File: config.mk
export PLATFORM = sky130hd
export DESIGN_NAME = sysctl_bank
export DESIGN_NICKNAME = d
export VERILOG_FILES = /design/src/rtl/sysctl_pkg.sv /design/src/rtl/sysctl_decode.sv /design/src/rtl/sysctl_lock.sv /design/src/rtl/sysctl_regfile.sv /design/src/rtl/sysctl_bank.sv
export SDC_FILE = /design/constraint.sdc
export NUM_CORES = 1
export LEC_CHECK = 0
export ABC_AREA = 1
export BUFFER_PORTS_ARGS = -buffer_cell sky130_fd_sc_hd__buf_2
export CORE_ASPECT_RATIO = 0.6
export CORE_UTILIZATION = 31
export DETAILED_ROUTE_END_ITERATION = 12
export MAX_ROUTING_LAYER = met4
export PLACE_DENSITY = 0.54
export SLEW_MARGIN = 20
export SYNTH_ARGS = -nofsm -noshare
export SYNTH_HDL_FRONTEND = slang
export SYNTH_SLANG_ARGS = --single-unit
File: constraint.sdc
create_clock -name clk_i -period 2.8 [get_ports clk_i]
set_input_delay 0.28 -clock clk_i [delete_from_list [all_inputs] [get_ports clk_i]]
set_output_delay 0.28 -clock clk_i [all_outputs]
set_load 0.01 [all_outputs]
File: src/rtl/sysctl_pkg.sv
package sysctl_pkg;
  localparam int BANK_BYTES = 4096;
  localparam int AW         = $clog2(BANK_BYTES);
  localparam int DW         = 32;
  localparam int KEY_W      = 16;

  typedef enum logic [1:0] {ACC_NONE = 2'd0, ACC_RO = 2'd1, ACC_WO = 2'd2, ACC_RW = 2'd3} acc_e;

  // storage slots
  localparam int SL_SCRATCH = 0;
  localparam int SL_PLL0    = 1;
  localparam int SL_PLL1    = 2;
  localparam int SL_PLL2    = 3;
  localparam int SL_PLLSTA  = 4;
  localparam int SL_UARTCK  = 5;
  localparam int SL_SRST    = 6;
  localparam int SL_BOOT    = 7;
  localparam int SL_ID      = 8;
  localparam int SL_CAL     = 9;
  localparam int SL_REFR    = 10;
  localparam int NSLOT      = 11;
  localparam int SLOT_W     = $clog2(NSLOT);

  localparam logic [AW-1:0] OFF_SCRATCH = 12'h000;
  localparam logic [AW-1:0] OFF_LOCK    = 12'h004;
  localparam logic [AW-1:0] OFF_UNLOCK  = 12'h008;
  localparam logic [AW-1:0] OFF_STATUS  = 12'h00C;
  localparam logic [AW-1:0] OFF_PLL0    = 12'h100;
  localparam logic [AW-1:0] OFF_PLL1    = 12'h104;
  localparam logic [AW-1:0] OFF_PLL2    = 12'h108;
  localparam logic [AW-1:0] OFF_PLLSTA  = 12'h10C;
  localparam logic [AW-1:0] OFF_UARTCK  = 12'h154;
  localparam logic [AW-1:0] OFF_SRST    = 12'h200;
  localparam logic [AW-1:0] OFF_BOOT    = 12'h25C;
  localparam logic [AW-1:0] OFF_ID      = 12'h530;
  localparam logic [AW-1:0] OFF_CAL     = 12'h60C;
  localparam logic [AW-1:0] OFF_REFR    = 12'h614;

  typedef struct packed {
    acc_e              cls;
    logic              is_slot;
    logic              is_lock;
    logic              is_unlock;
    logic              is_sta;
    logic [SLOT_W-1:0] slot;
  } dec_t;

  function automatic logic [DW-1:0] slot_rst(int i, logic [DW-1:0] id);
    case (i)
      SL_PLL0, SL_PLL1, SL_PLL2: slot_rst = 32'h0001_A008;
      SL_PLLSTA:                 slot_rst = 32'h0000_003F;
      SL_UARTCK:                 slot_rst = 32'h0000_3F03;
      SL_BOOT:                   slot_rst = 32'h0000_0001;
      SL_ID:                     slot_rst = id;
      default:                   slot_rst = '0;
    endcase
  endfunction

  function automatic logic [DW-1:0] slot_mask(int i);
    slot_mask = (i == SL_SCRATCH) ? DW'(1) : '1;
  endfunction
endpackage

File: src/rtl/sysctl_decode.sv
module sysctl_decode
  import sysctl_pkg::*;
(
  input  logic [AW-1:0] addr_i,
  output dec_t          dec_o
);
  logic [AW-1:0] word;
  assign word = {addr_i[AW-1:2], 2'b00};

  always_comb begin
    dec_o     = '0;
    dec_o.cls = ACC_NONE;
    unique case (word)
      OFF_SCRATCH: begin dec_o.cls = ACC_RW; dec_o.is_slot = 1'b1; dec_o.slot = SLOT_W'(SL_SCRATCH); end
      OFF_LOCK:    begin dec_o.cls = ACC_WO; dec_o.is_lock = 1'b1; end
      OFF_UNLOCK:  begin dec_o.cls = ACC_WO; dec_o.is_unlock = 1'b1; end
      OFF_STATUS:  begin dec_o.cls = ACC_RO; dec_o.is_sta = 1'b1; end
      OFF_PLL0:    begin dec_o.cls = ACC_RW; dec_o.is_slot = 1'b1; dec_o.slot = SLOT_W'(SL_PLL0); end
      OFF_PLL1:    begin dec_o.cls = ACC_RW; dec_o.is_slot = 1'b1; dec_o.slot = SLOT_W'(SL_PLL1); end
      OFF_PLL2:    begin dec_o.cls = ACC_RW; dec_o.is_slot = 1'b1; dec_o.slot = SLOT_W'(SL_PLL2); end
      OFF_PLLSTA:  begin dec_o.cls = ACC_RO; dec_o.is_slot = 1'b1; dec_o.slot = SLOT_W'(SL_PLLSTA); end
      OFF_UARTCK:  begin dec_o.cls = ACC_RW; dec_o.is_slot = 1'b1; dec_o.slot = SLOT_W'(SL_UARTCK); end
      OFF_SRST:    begin dec_o.cls = ACC_RW; dec_o.is_slot = 1'b1; dec_o.slot = SLOT_W'(SL_SRST); end
      OFF_BOOT:    begin dec_o.cls = ACC_RO; dec_o.is_slot = 1'b1; dec_o.slot = SLOT_W'(SL_BOOT); end
      OFF_ID:      begin dec_o.cls = ACC_RO; dec_o.is_slot = 1'b1; dec_o.slot = SLOT_W'(SL_ID); end
      OFF_CAL:     begin dec_o.cls = ACC_WO; dec_o.is_slot = 1'b1; dec_o.slot = SLOT_W'(SL_CAL); end
      OFF_REFR:    begin dec_o.cls = ACC_WO; dec_o.is_slot = 1'b1; dec_o.slot = SLOT_W'(SL_REFR); end
      default: ;
    endcase
  end
endmodule

File: src/rtl/sysctl_lock.sv
module sysctl_lock #(
  parameter int                KEY_W      = 16,
  parameter logic [KEY_W-1:0]  LOCK_KEY   = 16'h767B,
  parameter logic [KEY_W-1:0]  UNLOCK_KEY = 16'hDF0D
) (
  input  logic             clk_i,
  input  logic             rst_ni,
  input  logic             wr_i,
  input  logic             is_lock_i,
  input  logic             is_unlock_i,
  input  logic [KEY_W-1:0] key_i,
  output logic             locked_o
);
  logic set_lock, clr_lock;
  assign set_lock = wr_i && is_lock_i   && (key_i == LOCK_KEY);
  assign clr_lock = wr_i && is_unlock_i && (key_i == UNLOCK_KEY);

  always_ff @(posedge clk_i or negedge rst_ni) begin
    if (!rst_ni)       locked_o <= 1'b1;
    else if (set_lock) locked_o <= 1'b1;
    else if (clr_lock) locked_o <= 1'b0;
  end


  lock_key_chk: assert property (@(posedge clk_i) disable iff (!rst_ni)
    (wr_i && is_lock_i && key_i == LOCK_KEY) |=> locked_o);


  bad_key_chk: assert property (@(posedge clk_i) disable iff (!rst_ni)
    (wr_i && (is_lock_i || is_unlock_i) && key_i != LOCK_KEY && key_i != UNLOCK_KEY)
      |=> $stable(locked_o));
endmodule

File: src/rtl/sysctl_regfile.sv
module sysctl_regfile
  import sysctl_pkg::*;
#(
  parameter logic [DW-1:0] ID_VALUE = 32'h1A5C_0001
) (
  input  logic                       clk_i,
  input  logic                       rst_ni,
  input  logic                       we_i,
  input  logic [SLOT_W-1:0]          slot_i,
  input  logic [DW-1:0]              wdata_i,
  output logic [NSLOT-1:0][DW-1:0]   regs_o
);
  for (genvar g = 0; g < NSLOT; g++) begin : g_slot
    always_ff @(posedge clk_i or negedge rst_ni) begin
      if (!rst_ni)
        regs_o[g] <= slot_rst(g, ID_VALUE);
      else if (we_i && slot_i == SLOT_W'(g))
        regs_o[g] <= wdata_i & slot_mask(g);
    end
  end
endmodule

File: src/rtl/sysctl_bank.sv
module sysctl_bank
  import sysctl_pkg::*;
#(
  parameter logic [KEY_W-1:0] LOCK_KEY   = 16'h767B,
  parameter logic [KEY_W-1:0] UNLOCK_KEY = 16'hDF0D,
  parameter logic [DW-1:0]    ID_VALUE   = 32'h1A5C_0001
) (
  input  logic          clk_i,
  input  logic          rst_ni,
  input  logic [AW-1:0] addr_i,
  input  logic [DW-1:0] wdata_i,
  input  logic          wr_i,
  input  logic          rd_i,
  output logic [DW-1:0] rdata_o,
  output logic          err_o,
  output logic          srst_o
);
  dec_t                    dec;
  logic                    locked;
  logic [NSLOT-1:0][DW-1:0] regs;
  logic                    wr_ok, rd_ok, store_we, err_d, srst_d;
  logic [DW-1:0]           rdata_d;

  sysctl_decode i_decode (.addr_i(addr_i), .dec_o(dec));

  sysctl_lock #(.KEY_W(KEY_W), .LOCK_KEY(LOCK_KEY), .UNLOCK_KEY(UNLOCK_KEY)) i_lock (
    .clk_i, .rst_ni, .wr_i,
    .is_lock_i(dec.is_lock), .is_unlock_i(dec.is_unlock),
    .key_i(wdata_i[KEY_W-1:0]), .locked_o(locked)
  );

  assign wr_ok    = (dec.cls == ACC_WO) || (dec.cls == ACC_RW);
  assign rd_ok    = (dec.cls == ACC_RO) || (dec.cls == ACC_RW);
  assign store_we = wr_i && wr_ok && dec.is_slot && !locked;
  assign err_d    = (rd_i && !rd_ok) || (wr_i && !wr_ok);
  assign srst_d   = store_we && (dec.slot == SLOT_W'(SL_SRST)) && wdata_i[0];

  sysctl_regfile #(.ID_VALUE(ID_VALUE)) i_regfile (
    .clk_i, .rst_ni, .we_i(store_we), .slot_i(dec.slot), .wdata_i, .regs_o(regs)
  );

  always_comb begin
    rdata_d = '0;
    if (dec.is_sta)       rdata_d = DW'(locked);
    else if (dec.is_slot) rdata_d = regs[dec.slot];
  end

  always_ff @(posedge clk_i or negedge rst_ni) begin
    if (!rst_ni) begin
      rdata_o <= '0;
      err_o   <= 1'b0;
      srst_o  <= 1'b0;
    end else begin
      if (rd_i) rdata_o <= rdata_d;
      err_o  <= err_d;
      srst_o <= srst_d;
    end
  end


  locked_drop_chk: assert property (@(posedge clk_i) disable iff (!rst_ni)
    (locked && wr_i) |=> $stable(regs));


  err_src_chk: assert property (@(posedge clk_i) disable iff (!rst_ni)
    err_o |-> $past(rd_i || wr_i));


  srst_src_chk: assert property (@(posedge clk_i) disable iff (!rst_ni)
    srst_o |-> ($past(wr_i) && !$past(locked)));


  rdata_hold_chk: assert property (@(posedge clk_i) disable iff (!rst_ni)
    !$past(rd_i) |-> $stable(rdata_o));
endmodule

==> results.txt, run 1 <==
* Run status: finished clean
- Fraction of power consumed by the clock network: 49.1%
- TritonCTS built the clock tree.
* Synth top area share: 49.4%
- For the finished layout, the period the worst path requires is 2.31 ns.
* Final core utilization: 36.6%
- Count of cells along the worst hold path: 3
- Setup repair after global routing left no endpoint under its margin.
- Cell at the root of the clock tree: clkbuf_16
- Port Buffers: 79
* Number of I/O pins: between 80 and 90
* Synthesis-stage register bit count: 356
- Sequential fraction of the synthesis area: 55.2%
- Cell taking the most area after synthesis: dfrtp_1
* Routed WL per cell: 17.8 um
* Initial antenna violation count: 3
- The tightest hold path in the finished design has a slack of 0.0294 ns.
- CP max stage cell: buf_4
- Static leakage: 0.00934 uW
* Critical path buffers and inverters: 6
- For the worst-skew pair, the clock arrives at the later sink with an insertion delay of 0.54 ns.
- Signed area change from the synthesized netlist to the final layout: 15.8%
- Number of setup violations in the final report: 0
- GRT Util Overall: 19.3%
- Count of yosys warnings during synthesis: 0
* P per Cell Area: 574 mW/mm^2
* Path category of the worst min-delay check: input pin to register
- Crit path DAT: between 2 and 3 ns
* Slack of the worst reg-to-reg path: 0.97 ns
- Share of power burned in registers: 47.7%
- Counting every net in the synthesized netlist gives 2,126.
- Mean instance size in the synthesized netlist: 7.81 sq um
* Worst setup slack before clock tree synthesis: -0.114 ns
- Static timing analysis puts the maximum clock frequency at 432 MHz.
- The congestion estimate from routability-driven global placement came to 0.856.
- Reg2reg end: i_regfile.regs_o[82]
* Number of vias per cell: 4.76
* Share of total power in combinational logic: under 10%
* Class of the most critical setup path: input pin to register
- Number of global-route vias before repair: around 13,000
* Cell-by-cell listing of the critical path: buf_2 -> inv_1 -> nand2_1 -> nor2_2 -> nand3_2 -> buf_4 -> buf_4 -> nand3_2 -> nor3_1 -> inv_1 -> nand2_4 -> buf_4 -> o21ai_0 -> nand2_1
- Clock tree synthesis found a total of 356 sinks.
- Initial core utilization: 31.6%
* Placed Instance Area: 0.0175 sq mm
- Pwr Total: 10,800 uW
- Clock slew seen by the registers of the worst setup and hold paths: 0.06 ns
- The worst setup path is captured at a register.
- The floorplan step set the die height to ~180 um.
- Once detail routing completed, the nets flagged for antenna violations numbered 0.
* DRT Wirelength: 49.2 mm
- Overflow left after global routing: 0
* Starting DRT DRC Count: between 1,000 and 1,500
* Maximum clock insertion buffer count: 3
- Gate count of the mapped netlist: 2,078
* Global-route wire length before repair: 76.7 mm
- Total vias in the final route: 13,174
- Maximum level of the CTS H-tree: 2
* Worst slew slack as a fraction of its limit: 27.1%
- In this run the cell area of the synthesized design comes to ~0.016 sq mm.
- Number of remaining DRC errors: 0
- Count of max-cap constraint violations: 0
- Summed area of non-filler cells in the final layout: between 0.015 and 0.02 sq mm
- Along the worst path, the maximum fanout reaches 40.
- Layout filler cell count: about 5,200
- STA classifies the critical path startpoint as an input pin.
* Int Power: 8410 uW
- Die Footprint: 0.0533 sq mm
* Worst Hold End: i_regfile.regs_o[172]
- After the last flow step, the layout net total stands at 2,092.
- In this design, the stage delay of the slowest critical-path cell is 0.44 ns.
- Die outline width: slightly below 300 um
- Max-slew violation count: 0
- On the critical path the largest part of the delay comes from buffers and inverters.
* Detailed placement HPWL: 31.3 mm
* Final hold vios: 0
* Number of distinct library cells after synthesis: 25
- In the final layout, the share of cells above drive strength 1 is a little over an eighth.
- For the worst setup path, the data required time is 3.27 ns.
* Least-Margin Pin Slew: 1.09 ns
- Maximum number of pins on one net before global-route repair: 86
* PnR worst setup slack: 0.486 ns
* Final clock skew: approximately 0.018 ns
- In this run the post-CTS setup repair buffer count came out at 0.
- Core area: 0.0513 sq mm
* IR drop worst, VDD: 0.389 mV
- The worst register-to-register path begins at i_lock.locked_o.
* Count of cells along the worst register-to-register path: 6
* Startpoint of the tightest hold check path: wdata_i[12]
- Num rows: 64
- Number of CTS-inserted buffers: 36
- The first TritonRoute pass finished after 5 iterations.
* Net switching component of the power: between 2000 and 2500 uW
* Switch share: ~22%
- CP dominant cell by count: buf_4
* Final Cycle Share: 82.6%
- Sorting the synthesized cells by area gives the leading types as dfrtp_1 (49%), nand2_1 (18%), o21ai_0 (8.9%), dfstp_2 (5.8%), inv_1 (4.3%).
## Yosys cell counts (all sizes together)
cell and count:
buf 37, dfrtp 320, o211ai 28, inv 186
nand3 117, nor3b 1, nand2 780, a21oi 33
o21ai 288, nor2 46, o32ai 1, nand4 7
nor3 8, nor4 4, a41oi 1, nand3b 1
clkbuf 184, dfstp 36
## power by group through the flow
stage	registers [uW]	logic (uW)	clock network, uW
2_1_floorplan	5240	82.7	0
3_3_place_gp	5240	344	0
3_5_place_dp	5240	348	0
4_1_cts	5150	350	5410
5_1_grt	5150	384	5610
6_report	5150	343	5290
## worst max path at each step
stage	startpoint	endpoint	slack, ns	cells past startpoint
after global placement	addr_i[7]	rdata_o[17]	-0.11	14
after detailed placement	addr_i[8]	rdata_o[16]	-0.11	14
after CTS	addr_i[8]	rdata_o[17]	0.45	14
after floorplan	addr_i[10]	i_regfile.regs_o[162]	0.70	11
final	addr_i[5]	i_regfile.regs_o[289]	0.49	14
after global routing	addr_i[5]	i_regfile.regs_o[82]	0.25	15
## cell type report
class	count	area (sq um)	share of cell area (%)
inverters	186	698	3.72
well taps	693	867	4.61
diodes	3	7.51	0.0400
multi-input cells	1315	5790	30.8
clock inverters	12	193	1.03
flip-flops and latches	356	8950	47.7
clock buffers	54	1100	5.85
repair buffers	149	1180	6.30
## tightest hold or removal path: stages
cell	delay [ns]
buf_2	0.15
nand2_1	0.08
nand2_1	0.05
## metrics by stage
stage,setup TNS (ns),std cells
4_1_cts,0,2764
2_1_floorplan,0,2078
5_1_grt,0,2766
3_5_place_dp,-3.29,2697
3_3_place_gp,-0.403,2697
6_report,0,2768
## cells in the final DEF (no fill, tap or decap), types with 2 or more instances in the layout
master	count
a21oi_1	33
buf_12	20
buf_2	78
buf_4	49
bufinv_16	5
clkbuf_1	6
clkbuf_16	37
clkbuf_8	11
clkinv_2	5
dfrtp_1	320
dfstp_2	36
diode_2	3
inv_1	186
inv_6	2
nand2_1	778
nand3_1	112
nand3_2	5
nand4_1	7
nor2_1	29
nor2_2	6
nor2_4	11
nor3_1	7
nor4_1	4
o211ai_1	28
o21ai_0	287
## metal layers
layer  vias to the layer above  track usage, %  routed length, um
li1                       6363               -                  -
met1                      6337            29.1              25100
met2                       422            26.5              19900
met3                        52            3.67               3600
met4                         0            4.02                712
met5                         -               -                  0
## sequential cells by signal, indices dropped and copies added, names as in the netlist
| register | cells |
|---|---|
| rdata_o | 32 |
| err_o | 1 |
| i_regfile.regs_o | 321 |
| srst_o | 1 |
| i_lock.locked_o | 1 |
## cell families (layout without fill, tap and decap cells)
| kind of cell | Yosys count | after routing | synth area share [%] |
|---|---|---|---|
| compound gates | 351 | 351 | 11.3 |
| buf+inv | 407 | 401 | 9.73 |
| flops | 356 | 356 | 55.2 |
| other cells | 0 | 3 | 0 |
| simple gates | 964 | 964 | 23.8 |
## timing repair
item / CTS / global route
hold buffers: 1 / 0
resized for setup: 0 / 0
endpoints found under the hold margin: 69 / 0
Note: power is estimated with default switching activity, not from simulation.
==> inputs of run 2 (changes only) <==
--- a/config.mk
+++ b/config.mk
@@ -5,13 +5,13 @@
 export SDC_FILE = /design/constraint.sdc
 export NUM_CORES = 1
 export LEC_CHECK = 0
-export ABC_AREA = 1
+export ABC_AREA = 0
 export BUFFER_PORTS_ARGS = -buffer_cell sky130_fd_sc_hd__buf_2
 export CORE_ASPECT_RATIO = 0.6
 export CORE_UTILIZATION = 31
 export DETAILED_ROUTE_END_ITERATION = 12
 export MAX_ROUTING_LAYER = met4
-export PLACE_DENSITY = 0.54
+export PLACE_DENSITY = 0.56
 export SLEW_MARGIN = 20
 export SYNTH_ARGS = -nofsm -noshare
 export SYNTH_HDL_FRONTEND = slang
==> constraint.sdc (replaced) <==
create_clock -name clk_i -period 1.9 [get_ports clk_i]
set_input_delay 0.19 -clock clk_i [delete_from_list [all_inputs] [get_ports clk_i]]
set_output_delay 0.19 -clock clk_i [all_outputs]
set_load 0.01 [all_outputs]
==> results.txt, run 2 <==
- The min-delay analysis places its worst path in the category input pin to register.
- The remaining antenna violation count is 0 (unchanged).
- GRT Util Overall: 18.9% (-0.48 points)
- Commonest non-fill, non-tap cell in the layout: dfrtp_1
* Count of cells along the worst register-to-register path: 9 (+3)
* Startpoint of the tightest hold check path: wdata_i[25]
- Syn Nets: 1,309 (-38%)
- Crit path required time: 2.30 ns (-0.97 ns)
* Violations in the final reports: setup timing
* Weighted congestion at the end of routability-driven global placement: 0.779 (-9.0%)
- The number of synthesized flops with an enable pin came to 0 (unchanged).
* # clock sinks: 356 (unchanged)
- The worst-case register-to-register setup slack was 0.04 ns (-0.93 ns).
- The fraction of final layout cells with drive strength greater than 1 was 53.0% (+40 points).
- The die footprint came to 0.0523 sq mm (-1.8%).
- The portion of the post-synthesis area used by sequential elements is 56.2% (+1.0 points).
- The total power divided by cell area was 742 mW/mm^2 (+29%).
- Crit path capture type: register
- i_regfile.regs_o holds more flip-flops than any other register.
- CTS tree: yes
* Mean instance size in the synthesized netlist: 12.6 sq um (+62%)
- Pwr Total: 15,800 uW (+46%)
- The worst slew margin relative to its limit was 65.1% (+38 points).
- Maximum number of pins on one net before global-route repair: 67 (-22%)
* Worst setup slack before clock tree synthesis: -0.716 ns (-0.602 ns)
- Class of the most critical setup path: input pin to register
- By count the netlist is led by dfrtp_1 (320), mux2_2 (248), clkbuf_1 (136), nand2_1 (73), o22ai_1 (53).
- Setup repair after global routing could not meet its margin everywhere.
* Synthesis-stage register bit count: 356 (unchanged)
- The fraction of post-synthesis cell area in the top cell type by area was 50.3% (+0.94 points).
- The number of antenna violations at the first check in global routing was 1 (-2).
* Cell at the root of the clock tree: clkbuf_16
- Number of distinct library cells after synthesis: 61 (+140%)
- Final hold vios: 0 (unchanged)
- The die outline width is 295 um (-0.93%).
- The clock tree skew after final layout came to 0.0125 ns (-0.00548 ns).
* Reg2reg end: i_regfile.regs_o[114]
* PnR worst setup slack: -0.150 ns (-0.636 ns)
- Number of global-route vias before repair: 11,151 (-13%)
* Clock slew seen by the registers of the worst setup and hold paths: 0.07 ns (about the same)
- Cell with the most instances after synthesis: dfrtp_1
* Max-slew violation count: 0 (unchanged)
- The core area was 0.0501 sq mm (-2.5%).
- Total vias in the final route: 10,775 (-18%)
* Count of cells along the worst hold path: 2 (-1)
* Fmax achieved: 488 MHz
- Synth top area cells: dfrtp_1 (50%), mux2_2 (18%), dfstp_2 (5.9%), clkbuf_1 (3.2%), mux2i_1 (2.9%)
* Flip-flop count of the largest register after layout: 321 (unchanged)
- The detail-routed net length per standard cell was 23.3 um (+31%).
- Largest registers: i_regfile.regs_o x321, rdata_o x32
- The largest fanout on the critical path came to 6 (-85%).
- Leaving out fill and tap cells, the most frequent cells in the layout are dfrtp_1 (320), mux2_2 (175), buf_4 (110).
- The number of port buffers is 79 (unchanged).
* Maximum level of the CTS H-tree: 2 (unchanged)
* Cell taking the most area after synthesis: dfrtp_1
- The area growth from synthesis to layout is 33.3%.
* Number of remaining DRC errors: 0 (unchanged)
* Clock insertion delay at the later pin of the skew report: 0.52 ns (-0.02 ns)
- Clock period minus worst slack: 2.05 ns
* Worst Hold End: i_regfile.regs_o[345]
* IR drop worst, VDD: 0.588 mV (+51%)
* Vertical extent of the die: 178 um (-0.93%)
- The flow ran to the end, but the final reports show violations.
- The final wirelength is 49.2 mm (about the same).
- Detailed placement HPWL: 29.9 mm (-4.4%)
- Post-synthesis cell area: 0.0159 sq mm (-1.9%)
- Kind of start point of the critical path: input pin
* Overflow left after global routing: 0 (unchanged)
- Count of max-cap constraint violations: 0 (unchanged)
- The warning count from the yosys run is 0 (unchanged).
* Num rows: 63 (-1.6%)
- Least-Margin Pin Slew: 0.524 ns (-0.567 ns)
* Number of CTS-inserted buffers: 35 (-2.8%)
* Starting DRT DRC Count: 738 (-35%)
- Initial core utilization: 31.8% (+0.20 points)
- The fraction of registers with async set/reset came to 100% (unchanged).
- Final Cycle Share: 108%
- Global-route wire length before repair: 72.0 mm (-6.1%)
- Pre-Repair DR Iteration Count: 5 (unchanged)
- Number of vias per cell: 5.10 (+7.1%)
- Crit path DAT: 2.45 ns (-0.34 ns)
- Gate count of the mapped netlist: 1,261 (-39%)
- The number of buffers on the longest clock path came to 3 (unchanged).
- Startpoint of the most critical register-to-register path: i_lock.locked_o
- Among all flip-flop cells after synthesis, the most frequent one is dfrtp_1.
- The static leakage was 0.00990 uW (+6.0%).
* Count of nets after finishing: 1,452 (-31%)
- The final setup violation count was 82 (+82).
- Number of I/O pins: 82 (unchanged)
run 2: logic make-up after synthesis:
family | Yosys count | share of synthesized area (%)
compound gates | 198 | 9.27
xor+xnor | 1 | 0.0550
buf+inv | 208 | 5.53
flops | 356 | 56.2
mux | 326 | 23.4
simple gates | 172 | 5.53
run 2: layout make-up:
cell class / instances / area [sq um]
tap: 682 / 853
fill: 4558 / 28800
inverter: 30 / 113
clock inverter: 15 / 181
sequential: 356 / 8950
clock buffer: 48 / 1030
antenna: 1 / 2.50
multi-input combinational: 697 / 7090
timing repair buffer: 284 / 3010
run 2: per-layer routing:
metal  global-route usage (%)  vias up  routed length [um]
li1                         -     4807                   -
met1                     29.0     5656               25300
met2                     25.3      257               20600
met3                     3.54       55                2610
met4                     3.54        0                 613
met5                        -        -                   0
run 2: worst max-delay path by stage:
stage / start / to / slack [ns] / cells after the start
CTS: addr_i[6] / i_regfile.regs_o[347] / -0.15 / 13
finish: addr_i[5] / i_regfile.regs_o[344] / -0.15 / 11
detailed placement: addr_i[6] / i_regfile.regs_o[201] / -0.72 / 10
global placement: addr_i[6] / i_regfile.regs_o[221] / -0.72 / 10
floorplan: addr_i[6] / i_regfile.regs_o[194] / -0.48 / 9
global route: addr_i[5] / i_regfile.regs_o[332] / -0.18 / 11
run 2: per-stage QoR:
| stage | util, % | cell area (sq um) | TNS, ns | std cells | hold WS [ns] |
|---|---|---|---|---|---|
| floorplan | - | 16600 | -68.18 | 1261 | -0.106 |
| global placement | 36.8 | 18400 | -124.09 | 1982 | 0.126 |
| detailed placement | 36.8 | 18400 | -127.23 | 1982 | 0.125 |
| CTS | 40.9 | 20500 | -6.39 | 2079 | 0.00265 |
| global route | 42.4 | 21200 | -8.60 | 2113 | 0.0204 |
| finish | 42.4 | 21200 | -5.03 | 2113 | 0.0243 |
run 2: worst max-delay path: stages:
cell,delay [ns]
buf_6,0.10
buf_6,0.12
or4b_4,0.50
o221ai_2,0.21
o211ai_1,0.12
buf_4,0.17
nor4_4,0.29
buf_6,0.16
buf_8,0.13
buf_12,0.15
mux2_4,0.31
run 2: repair_timing:
item,4_1_cts,5_1_grt
resized for setup,79,86
hold buffers,5,0
pin swaps,11,42
setup buffers,22,33
cloned,9,8
hold endpoints to repair,208,0
endpoints found under the setup margin,155,180
run 2: power by group:
group,internal (uW),switching (uW)
Clock,4350,3050
Combinational,254,473
Sequential,7610,19.7
Total,12200,3540
